`src/rtl/cwf_pkg.sv`:
```
`timescale 1ns/1ps
package cwf_pkg;

    localparam int CWF_WORDS  = 8;
    localparam int CWF_DATA_W = 32;
    localparam int CWF_LINE_W = 24;

    typedef enum logic {
        FILL_IDLE = 1'b0,
        FILL_BUSY = 1'b1
    } fill_state_e;

    // Where a read is answered from in the current cycle.
    typedef struct packed {
        logic from_line;   // word already valid in the line store
        logic from_beat;   // word arriving on the memory beat right now
    } serve_src_t;

endpackage

```
`src/rtl/cwf_wrap_ctr.sv`:
```
`timescale 1ns/1ps
module cwf_wrap_ctr #(
    parameter int WORDS = 8,
    parameter int IDX_W = $clog2(WORDS)
) (
    input  logic             clk,
    input  logic             rst,
    input  logic             load,
    input  logic [IDX_W-1:0] load_idx,
    input  logic             step,
    output logic [IDX_W-1:0] idx,
    output logic             last
);

    logic [IDX_W-1:0] idx_q;
    logic [IDX_W-1:0] cnt_q;

    // Index wraps by natural overflow: WORDS is a power of two.
    always_ff @(posedge clk) begin
        if (rst) begin
            idx_q <= '0;
            cnt_q <= '0;
        end else if (load) begin
            idx_q <= load_idx;
            cnt_q <= '0;
        end else if (step) begin
            idx_q <= idx_q + 1'b1;
            cnt_q <= cnt_q + 1'b1;
        end
    end

    assign idx  = idx_q;
    assign last = (cnt_q == IDX_W'(WORDS - 1));

endmodule

```
`src/rtl/cwf_line_store.sv`:
```
`timescale 1ns/1ps
module cwf_line_store #(
    parameter int WORDS  = 8,
    parameter int DATA_W = 32,
    parameter int IDX_W  = $clog2(WORDS)
) (
    input  logic              clk,
    input  logic              rst,
    input  logic              clear,
    input  logic              wr_en,
    input  logic [IDX_W-1:0]  wr_idx,
    input  logic [DATA_W-1:0] wr_data,
    input  logic [IDX_W-1:0]  rd_idx,
    output logic [DATA_W-1:0] rd_data,
    output logic [WORDS-1:0]  vld
);

    logic [DATA_W-1:0] word_data [WORDS];

    for (genvar g = 0; g < WORDS; g++) begin : g_word
        logic              v_q;
        logic [DATA_W-1:0] d_q;

        always_ff @(posedge clk) begin
            if (rst) begin
                v_q <= 1'b0;
                d_q <= '0;
            end else if (clear) begin
                v_q <= 1'b0;
            end else if (wr_en && (wr_idx == IDX_W'(g))) begin
                v_q <= 1'b1;
                d_q <= wr_data;
            end
        end

        assign word_data[g] = d_q;
        assign vld[g]       = v_q;
    end

    assign rd_data = word_data[rd_idx];

endmodule

```
`src/rtl/cwf_refill_ctrl.sv`:
```
`timescale 1ns/1ps
module cwf_refill_ctrl
    import cwf_pkg::*;
#(
    parameter int WORDS  = CWF_WORDS,
    parameter int DATA_W = CWF_DATA_W,
    parameter int LINE_W = CWF_LINE_W,
    localparam int IDX_W = $clog2(WORDS)
) (
    input  logic              clk,
    input  logic              rst,
    input  logic              cpu_req,
    input  logic [LINE_W-1:0] cpu_line,
    input  logic [IDX_W-1:0]  cpu_word,
    output logic              cpu_stall,
    output logic              cpu_ack,
    output logic [DATA_W-1:0] cpu_rdata,
    output logic              mem_req,
    output logic [LINE_W-1:0] mem_line,
    output logic [IDX_W-1:0]  mem_word,
    input  logic              mem_rvalid,
    input  logic [DATA_W-1:0] mem_rdata,
    output logic              fill_done,
    output logic              line_full
);

    fill_state_e       st_q;
    logic              busy;
    logic              have_q;
    logic [LINE_W-1:0] line_q;
    logic              line_hit;
    logic              beat;
    logic              start;
    logic              serve;
    serve_src_t        src;
    logic [IDX_W-1:0]  beat_idx;
    logic              beat_last;
    logic [WORDS-1:0]  word_vld;
    logic [DATA_W-1:0] held_word;

    assign busy     = (st_q == FILL_BUSY);
    assign line_hit = have_q && (cpu_line == line_q);
    assign beat     = busy && mem_rvalid;      // beats outside a fill are dropped

    always_comb begin
        src.from_line = cpu_req && line_hit && word_vld[cpu_word];
        src.from_beat = cpu_req && line_hit && beat && (beat_idx == cpu_word);
    end

    assign serve = src.from_line | src.from_beat;
    assign start = cpu_req && !line_hit && !busy;

    cwf_wrap_ctr #(
        .WORDS (WORDS),
        .IDX_W (IDX_W)
    ) i_ctr (
        .clk      (clk),
        .rst      (rst),
        .load     (start),
        .load_idx (cpu_word),
        .step     (beat),
        .idx      (beat_idx),
        .last     (beat_last)
    );

    cwf_line_store #(
        .WORDS  (WORDS),
        .DATA_W (DATA_W),
        .IDX_W  (IDX_W)
    ) i_store (
        .clk     (clk),
        .rst     (rst),
        .clear   (start),
        .wr_en   (beat),
        .wr_idx  (beat_idx),
        .wr_data (mem_rdata),
        .rd_idx  (cpu_word),
        .rd_data (held_word),
        .vld     (word_vld)
    );

    always_ff @(posedge clk) begin
        if (rst) begin
            st_q      <= FILL_IDLE;
            have_q    <= 1'b0;
            line_q    <= '0;
            mem_word  <= '0;
            mem_req   <= 1'b0;
            cpu_ack   <= 1'b0;
            cpu_rdata <= '0;
            fill_done <= 1'b0;
        end else begin
            cpu_ack   <= serve;
            mem_req   <= start;
            fill_done <= beat && beat_last;
            if (serve) begin
                cpu_rdata <= src.from_line ? held_word : mem_rdata;
            end
            if (start) begin
                st_q     <= FILL_BUSY;
                have_q   <= 1'b1;
                line_q   <= cpu_line;
                mem_word <= cpu_word;
            end else if (beat && beat_last) begin
                st_q <= FILL_IDLE;
            end
        end
    end

    assign mem_line  = line_q;
    assign cpu_stall = cpu_req && !serve;
    assign line_full = &word_vld;

endmodule

```
`config.mk`:
```
export PLATFORM = sky130hd
export DESIGN_NAME = cwf_refill_ctrl
export DESIGN_NICKNAME = d
export VERILOG_FILES = /design/src/rtl/cwf_pkg.sv /design/src/rtl/cwf_wrap_ctr.sv /design/src/rtl/cwf_line_store.sv /design/src/rtl/cwf_refill_ctrl.sv
export SDC_FILE = /design/constraint.sdc
export NUM_CORES = 1
export LEC_CHECK = 0
export BUFFER_PORTS_ARGS = -buffer_cell sky130_fd_sc_hd__clkbuf_2
export CORE_ASPECT_RATIO = 1.2
export CORE_MARGIN = 3
export CORE_UTILIZATION = 35
export CTS_CLUSTER_DIAMETER = 40
export DETAILED_ROUTE_END_ITERATION = 10
export PLACE_DENSITY_LB_ADDON = 0.05
export SLEW_MARGIN = 20
export SYNTH_ARGS = -nofsm -noshare
export SYNTH_HDL_FRONTEND = slang
export SYNTH_SLANG_ARGS = --single-unit
```
`constraint.sdc`:
```
create_clock -name clk -period 2.3 [get_ports clk]
set_input_delay 0.115 -clock clk [delete_from_list [all_inputs] [get_ports clk]]
set_output_delay 0.115 -clock clk [all_outputs]
set_load 0.03 [all_outputs]
```
# Yosys cells after proc, flatten, opt, wreduce, memory -nomap -nowiden
# Cells that the tools add are included.
# Widths: inputs -> output; s select.
[classes]
n_addsub = 2
n_lt_le_gt_ge = 2
n_eq_ne = 10
muxes = 10
bitwise_logic = 3
reduce_logical = 34
[ops]
columns = ["cell", "count"]
rows = [
  ["$bmux 32 s3", 1],
  ["$mux 32", 3],
  ["$eq 24x24->1", 1],
  ["$logic_and 1x1->1", 18],
  ["$reduce_and 2->1", 8],
  ["$eq 3x3->1 const B", 5],
  ["$reduce_and 8->1", 1],
  ["$add 3x1->3 const B", 2],
  ["$eq 3x2->1 const B", 2],
  ["$mux 3", 2],
  ["$ge 4x4->1 const B", 1],
  ["$lt 3x4->1 const B", 1],
  ["$not 3->4", 1],
  ["$reduce_bool 2->1", 2],
  ["$bmux 1 s3", 1],
  ["$eq 3x1->1 const B", 1],
  ["$eq 3x3->1", 1],
  ["$logic_not 1->1", 3],
  ["$logic_not 3->1", 1],
  ["$mux 1", 3],
  ["$reduce_or 2->1", 1],
  ["$not 1->1", 1],
  ["$or 1x1->1", 1],
]
[word_totals]
register_bits = 334
input_bits = 63
output_inout_bits = 64
elab_cells = 87

# Longest topological paths before layout
[depth]
ltp_word = 8
ltp_mapped = 8
depth_no_buf = 6

# Hierarchy
# Synthesis repeated with hierarchy kept, for this count alone.
[unflattened]
cells_unflattened = 1454
area_unflattened_um2 = 16049.1
[by_module_without_submodules]
columns = ["module", "instances", "cells_per_inst", "area_each_um2", "seq_area_each_um2"]
rows = [
  ["cwf_line_store", 1, 1058, 12443.2, 5285.1],
  ["cwf_refill_ctrl", 1, 368, 3290.7, 1281.2],
  ["cwf_wrap_ctr", 1, 28, 315.3, 120.1],
]

# Worst setup path after synthesis
# Ideal clock, no wire load.
[synth_timing]
path_type = "reg-to-reg"
startpoint = "register line_q[5], in the netlist mem_line[5]"
endpoint = "register cpu_rdata[11]"
setup_ns = 0.136
t_arrival_ns = 1.973
t_required_ns = 2.164
setup_slack_ns = 0.191
stages_incl_launch_ff = 8
n_path_buf = 2
synth_period_minus_slack_ns = 2.109
path_cell_list = "dfxtp_1 -> xnor2_1 -> nand4_1 -> or4_1 -> buf_2 -> buf_2 -> o311ai_1 -> o211ai_1"
[synth_via]
elab_chain_cells = 6
elab_cells_between_ends = 8
cone_classes = "eq/ne: 1; mux: 1; bitwise: 1; reduce/logical: 5"
[synth_rtl]
columns = ["element", "line", "source"]
rows = [
  ["start, declared", "cwf_refill_ctrl.sv:30", "logic [LINE_W-1:0] line_q;"],
  ["start signal, assigned", "cwf_refill_ctrl.sv:102", "line_q <= cpu_line;"],
  ["$eq 24x24->1 (*)", "cwf_refill_ctrl.sv:42", "assign line_hit = have_q && (cpu_line == line_q);"],
  ["$logic_and 1x1->1 (*)", "cwf_refill_ctrl.sv:42", ""],
  ["$logic_and 1x1->1 (*)", "cwf_refill_ctrl.sv:46, cwf_refill_ctrl.sv:47", ""],
  ["$logic_and 1x1->1 (2 in series)", "cwf_refill_ctrl.sv:47", "src.from_beat = cpu_req && line_hit && beat && (beat_idx == cpu_word);"],
  ["$or 1x1->1", "cwf_refill_ctrl.sv:50", "assign serve = src.from_line | src.from_beat;"],
  ["end signal, assigned", "cwf_refill_ctrl.sv:97", "cpu_rdata <= src.from_line ? held_word : mem_rdata;"],
  ["end, declared", "cwf_refill_ctrl.sv:17", "output logic [DATA_W-1:0] cpu_rdata,"],
]
# Mark *: on every way between the ends. The rest lies on a longest branch, timed or not.
# A chain may end at the register's enable or synchronous reset.

# Final worst setup path
[layout_timing]
startpoint = "register line_q[9], in the netlist mem_line[9]"
endpoint = "output cpu_stall"
[layout_via]
elab_chain_cells = 8
elab_cells_between_ends = 9
cone_classes = "eq/ne: 1; bitwise: 1; reduce/logical: 7"
[layout_rtl]
columns = ["element", "line", "source"]
rows = [
  ["$eq 24x24->1 (*)", "cwf_refill_ctrl.sv:42", ""],
  ["$logic_and 1x1->1 (*)", "cwf_refill_ctrl.sv:42", ""],
  ["$logic_and 1x1->1 (*)", "cwf_refill_ctrl.sv:46, cwf_refill_ctrl.sv:47", ""],
  ["$logic_and 1x1->1 (2 in series)", "cwf_refill_ctrl.sv:47", ""],
  ["$or 1x1->1 (*)", "cwf_refill_ctrl.sv:50", ""],
  ["$logic_not 1->1 (*)", "cwf_refill_ctrl.sv:111", "assign cpu_stall = cpu_req && !serve;"],
  ["$logic_and 1x1->1 (*)", "cwf_refill_ctrl.sv:111", ""],
  ["end, declared", "cwf_refill_ctrl.sv:15", "output logic cpu_stall,"],
]
# Marked as above.

==> flow_metrics.env <==
export IMPL_violations="negative setup slack"
export IMPL_crit_slowest_cell="or4_4"
export IMPL_fin_nets=1979
export IMPL_crit_required_ns=2.18
export IMPL_viasPerCell=5.230
export IMPL_place_inst=2330
export IMPL_yosysWarnings=0
export IMPL_rsz0062_at_grt="yes"
export IMPL_wirelength_mm=50.79
export IMPL_grt_antenna_before_repair=1
export IMPL_root_buffer="clkbuf_16"
export IMPL_route_detailed_drc=0
export IMPL_synthToLayoutAreaGrowth_pct=26.73
export IMPL_worstSetupStartpointType="flop"
export IMPL_power_frac_seq_pct=38.3
export IMPL_hold_viol=0
export IMPL_drive_above_1_share_pct=19.05
export IMPL_p_leak_nw=6.617
export IMPL_setup_violations=1
export IMPL_post_drt_wl_per_cell_um=20.42
export IMPL_grt_pass1_vias=12840
export IMPL_min_period_over_period_pct=104.8
export IMPL_ys_seq_area_share_pct=45.88
export IMPL_n_fill_cell=4090
export IMPL_crit_type="flop to output pin"
export IMPL_end_kind="output pin"
export IMPL_p_comb_share_pct=7.7
export IMPL_worst_slew_pin_slew_ns=1.024
export IMPL_multiInputGateArea_um2=7189
export IMPL_grt_overflow=0
export IMPL_rows=81
export IMPL_synth_seq_cells=334
export IMPL_finalNonFillerCells=2487
export IMPL_crit_buf_inv=1
export IMPL_postRouteAntennaNets=0
export IMPL_port_buffers=126
export IMPL_totalPowerFinal_mw=15.53
export IMPL_drt_iter0_drc=773
export IMPL_firstDrtPassIters=5
export IMPL_netlist_area_um2=14570
export IMPL_worstPathArrival_ns=2.30
export IMPL_grt_pass1_wl_mm=78.01
export IMPL_holdPathStages=4
export IMPL_status="finished, violations left"
export IMPL_boundaryPins=127
export IMPL_synth_nets=1840
export IMPL_dpl_hpwl_mm=31.18
export IMPL_seq_area_um2=6691
export IMPL_n_antenna_cell=0
export IMPL_switching_share_pct=23.73
export IMPL_cts_num_sinks=334
export IMPL_path_depth=6
export IMPL_cts_tree="yes"
export IMPL_h_tree_depth=2
export IMPL_fp_dieH_um=229.5
export IMPL_cpLargestDelayFamily="simple AND/OR/NAND/NOR gates"
export IMPL_ff2ff_path_depth=7
export IMPL_synthCells=1769
export IMPL_grt_start_max_net_pins=100
export IMPL_insertion_delay_ns=0.58
export IMPL_final_max_slew_viol_count=0
export IMPL_start_util_pct=35.59
export IMPL_p_int_mw=11.85
export IMPL_synth_cell_types=47
export IMPL_switchingPower_mw=3.686
export IMPL_coreArea_um2=40940
export IMPL_fin_worst_skew_ns=0.01683
export IMPL_grt_usage_pct=22.83
export IMPL_slew_headroom_pct=31.71
export IMPL_fmax_ghz=0.4147
export IMPL_crit_fanout=3
export IMPL_numCtsBuffers=52
export IMPL_layout_min_cycle_time_ns=2.411
export IMPL_hold_class="input pin to flop"
export IMPL_crit_chain="xnor2_1 > nand4_1 > or4_4 > nor3_4 > nor2_2 > clkbuf_8"
export IMPL_clk_pin_slew_ns=0.05
export IMPL_die_area_um2=44130
export IMPL_syn_area_per_cell_um2=8.238
export IMPL_routabilityCongestion=0.8032
export IMPL_cts_buffer_depth=3
export IMPL_dieWidth_um=192.3
export IMPL_fin_ws_ns=-0.1113
export IMPL_clkPwrFrac_pct=54.1
export IMPL_ir_drop_uv=727.7
export IMPL_powerDensity_nw_per_um2=841.1
export IMPL_vias=13010
export IMPL_max_stage_delay_ns=0.60
export IMPL_drv_cap=0
[what timing repair did]
action                     CTS  global route
buffers inserted             3             3
resized for setup           12             1
setup endpoints to repair    1             7
pin swaps                    5             6
gates cloned                 0             0
hold endpoints to repair   309             0
hold buffers                59             0
[synth_stat cells, drive strengths merged]
master   count  area (um^2)
a2111oi      1        8.760
a211o        1        8.760
a211oi      23        172.7
a21bo        1        10.01
a21boi       4        33.78
a21oi      277         1386
a22oi        1        12.51
a2bb2oi      1        15.01
a311o        2        20.02
a31oi       12        75.07
and2         3        18.77
and3         9        56.30
and4         1        8.760
buf         32        171.4
clkbuf     149        559.3
dfxtp      334         6686
ha           8        100.1
inv         14        52.55
mux2         3        33.78
mux2i       61        610.6
mux4        44        991.0
nand2      596         2237
nand2b       2        12.51
nand3        4        20.02
nand4       38        237.7
nor2        16        60.06
nor2b       14        87.58
nor3        14        70.07
nor4         6        37.54
o211ai      12        90.09
o21a         1        7.510
o21ai       11        55.05
o221a        1        11.26
o221ai       8        70.07
o22ai        9        56.30
o311ai      12        105.1
o31ai       12        103.9
o41ai        2        17.52
or4          1        7.510
xnor2       14        122.6
xor2        15        131.4
[area by class of cell]
cell class	instances	share of cell area (%)
flip-flops and latches	334	36.23
inverters	14	0.2846
clock buffers	68	7.812
well taps	539	3.652
repair buffers	266	10.86
clock inverters	26	2.229
multi-input cells	1240	38.93
[registers in the layout, indices dropped and copies added, names as in the netlist]
register / cells
busy: 1
cpu_ack: 1
cpu_rdata: 32
fill_done: 1
have_q: 1
i_ctr.cnt_q: 3
i_ctr.idx: 3
i_store.g_word.d_q: 256
i_store.g_word.v_q: 8
mem_line: 24
mem_req: 1
mem_word: 3
[cell families after synthesis]
| kind of cell | synth area share, % |
|---|---|
| AO/OA/AOI/OAI | 15.51 |
| XOR/XNOR | 1.743 |
| adder cells (fa/ha/maj) | 0.6869 |
| buffers and inverters | 5.375 |
| flip-flops | 45.88 |
| multiplexers | 11.22 |
| AND/OR/NAND/NOR | 19.58 |
[placed cells by master, fill, tap and decap left out, types with 10 or more instances in the layout]
cell type	instances
nand2_1	596
dfxtp_1	330
a21oi_1	277
clkbuf_2	122
buf_4	70
mux2i_1	61
dlygate4sd3_1	59
clkbuf_16	53
mux4_2	44
nand4_1	38
a211oi_1	23
nor2_1	15
xor2_1	15
nor2b_1	14
inv_1	13
xnor2_1	13
o211ai_1	12
a31oi_1	12
nor3_1	12
buf_12	12
o31ai_1	11
o21ai_0	11
bufinv_16	10
[tightest hold or removal path, delay by kind of cell]
| family | cells | cell delay (ns) |
|---|---|---|
| buffers and inverters | 2 | 0.40 |
| AND/OR/NAND/NOR | 1 | 0.10 |
| multiplexers | 1 | 0.06 |
[through the flow]
step                hold WS, ns  instance area, um^2  setup WS, ns  setup TNS [ns]  utilization (%)
detailed placement       0.3800                15960        0.1521               0            38.97
finish                   0.1619                18470       -0.1113         -0.1113            45.10
global route             0.1531                18470       -0.1803         -0.1803            45.10
global placement         0.3689                15960        0.1993               0            38.97
floorplan                0.2572                14570        0.1907               0                -
CTS                      0.1471                18460       -0.1978         -0.1978            45.09
[path summary, 6_finish.rpt]
check / from / endpoint / slack, ns
worst max-delay path: mem_line[9]$_SDFFE_PP0P_ / cpu_stall / -0.11
worst min-delay path: cpu_word[1] / mem_word[1]$_SDFFE_PP0P_ / 0.16
worst max register to register: mem_line[9]$_SDFFE_PP0P_ / cpu_rdata[21]$_SDFFE_PP0P_ / 0.08
worst min register to register: i_store.g_word[6].d_q[13]$_SDFFE_PP0P_ / i_store.g_word[6].d_q[13]$_SDFFE_PP0P_ / 0.45
[layer usage]
metal	vias to the layer above	global-route usage (%)	part of all wire (%)
met5	-	0	0.026
met4	2	6.491	1.8
met1	6313	29.87	44
li1	6319	-	-
met3	70	3.307	4.5
met2	303	39.04	49
[power by group through the flow]
stage	sequential (mW)	clock [mW]	combinational [mW]
2_1_floorplan	6.11	0	0.614
3_3_place_gp	6.06	0	1.09
3_5_place_dp	6.06	0	1.10
4_1_cts	5.94	8.60	1.19
5_1_grt	5.95	8.87	1.28
6_report	5.94	8.40	1.19
Power figures use the tool's default switching activity.
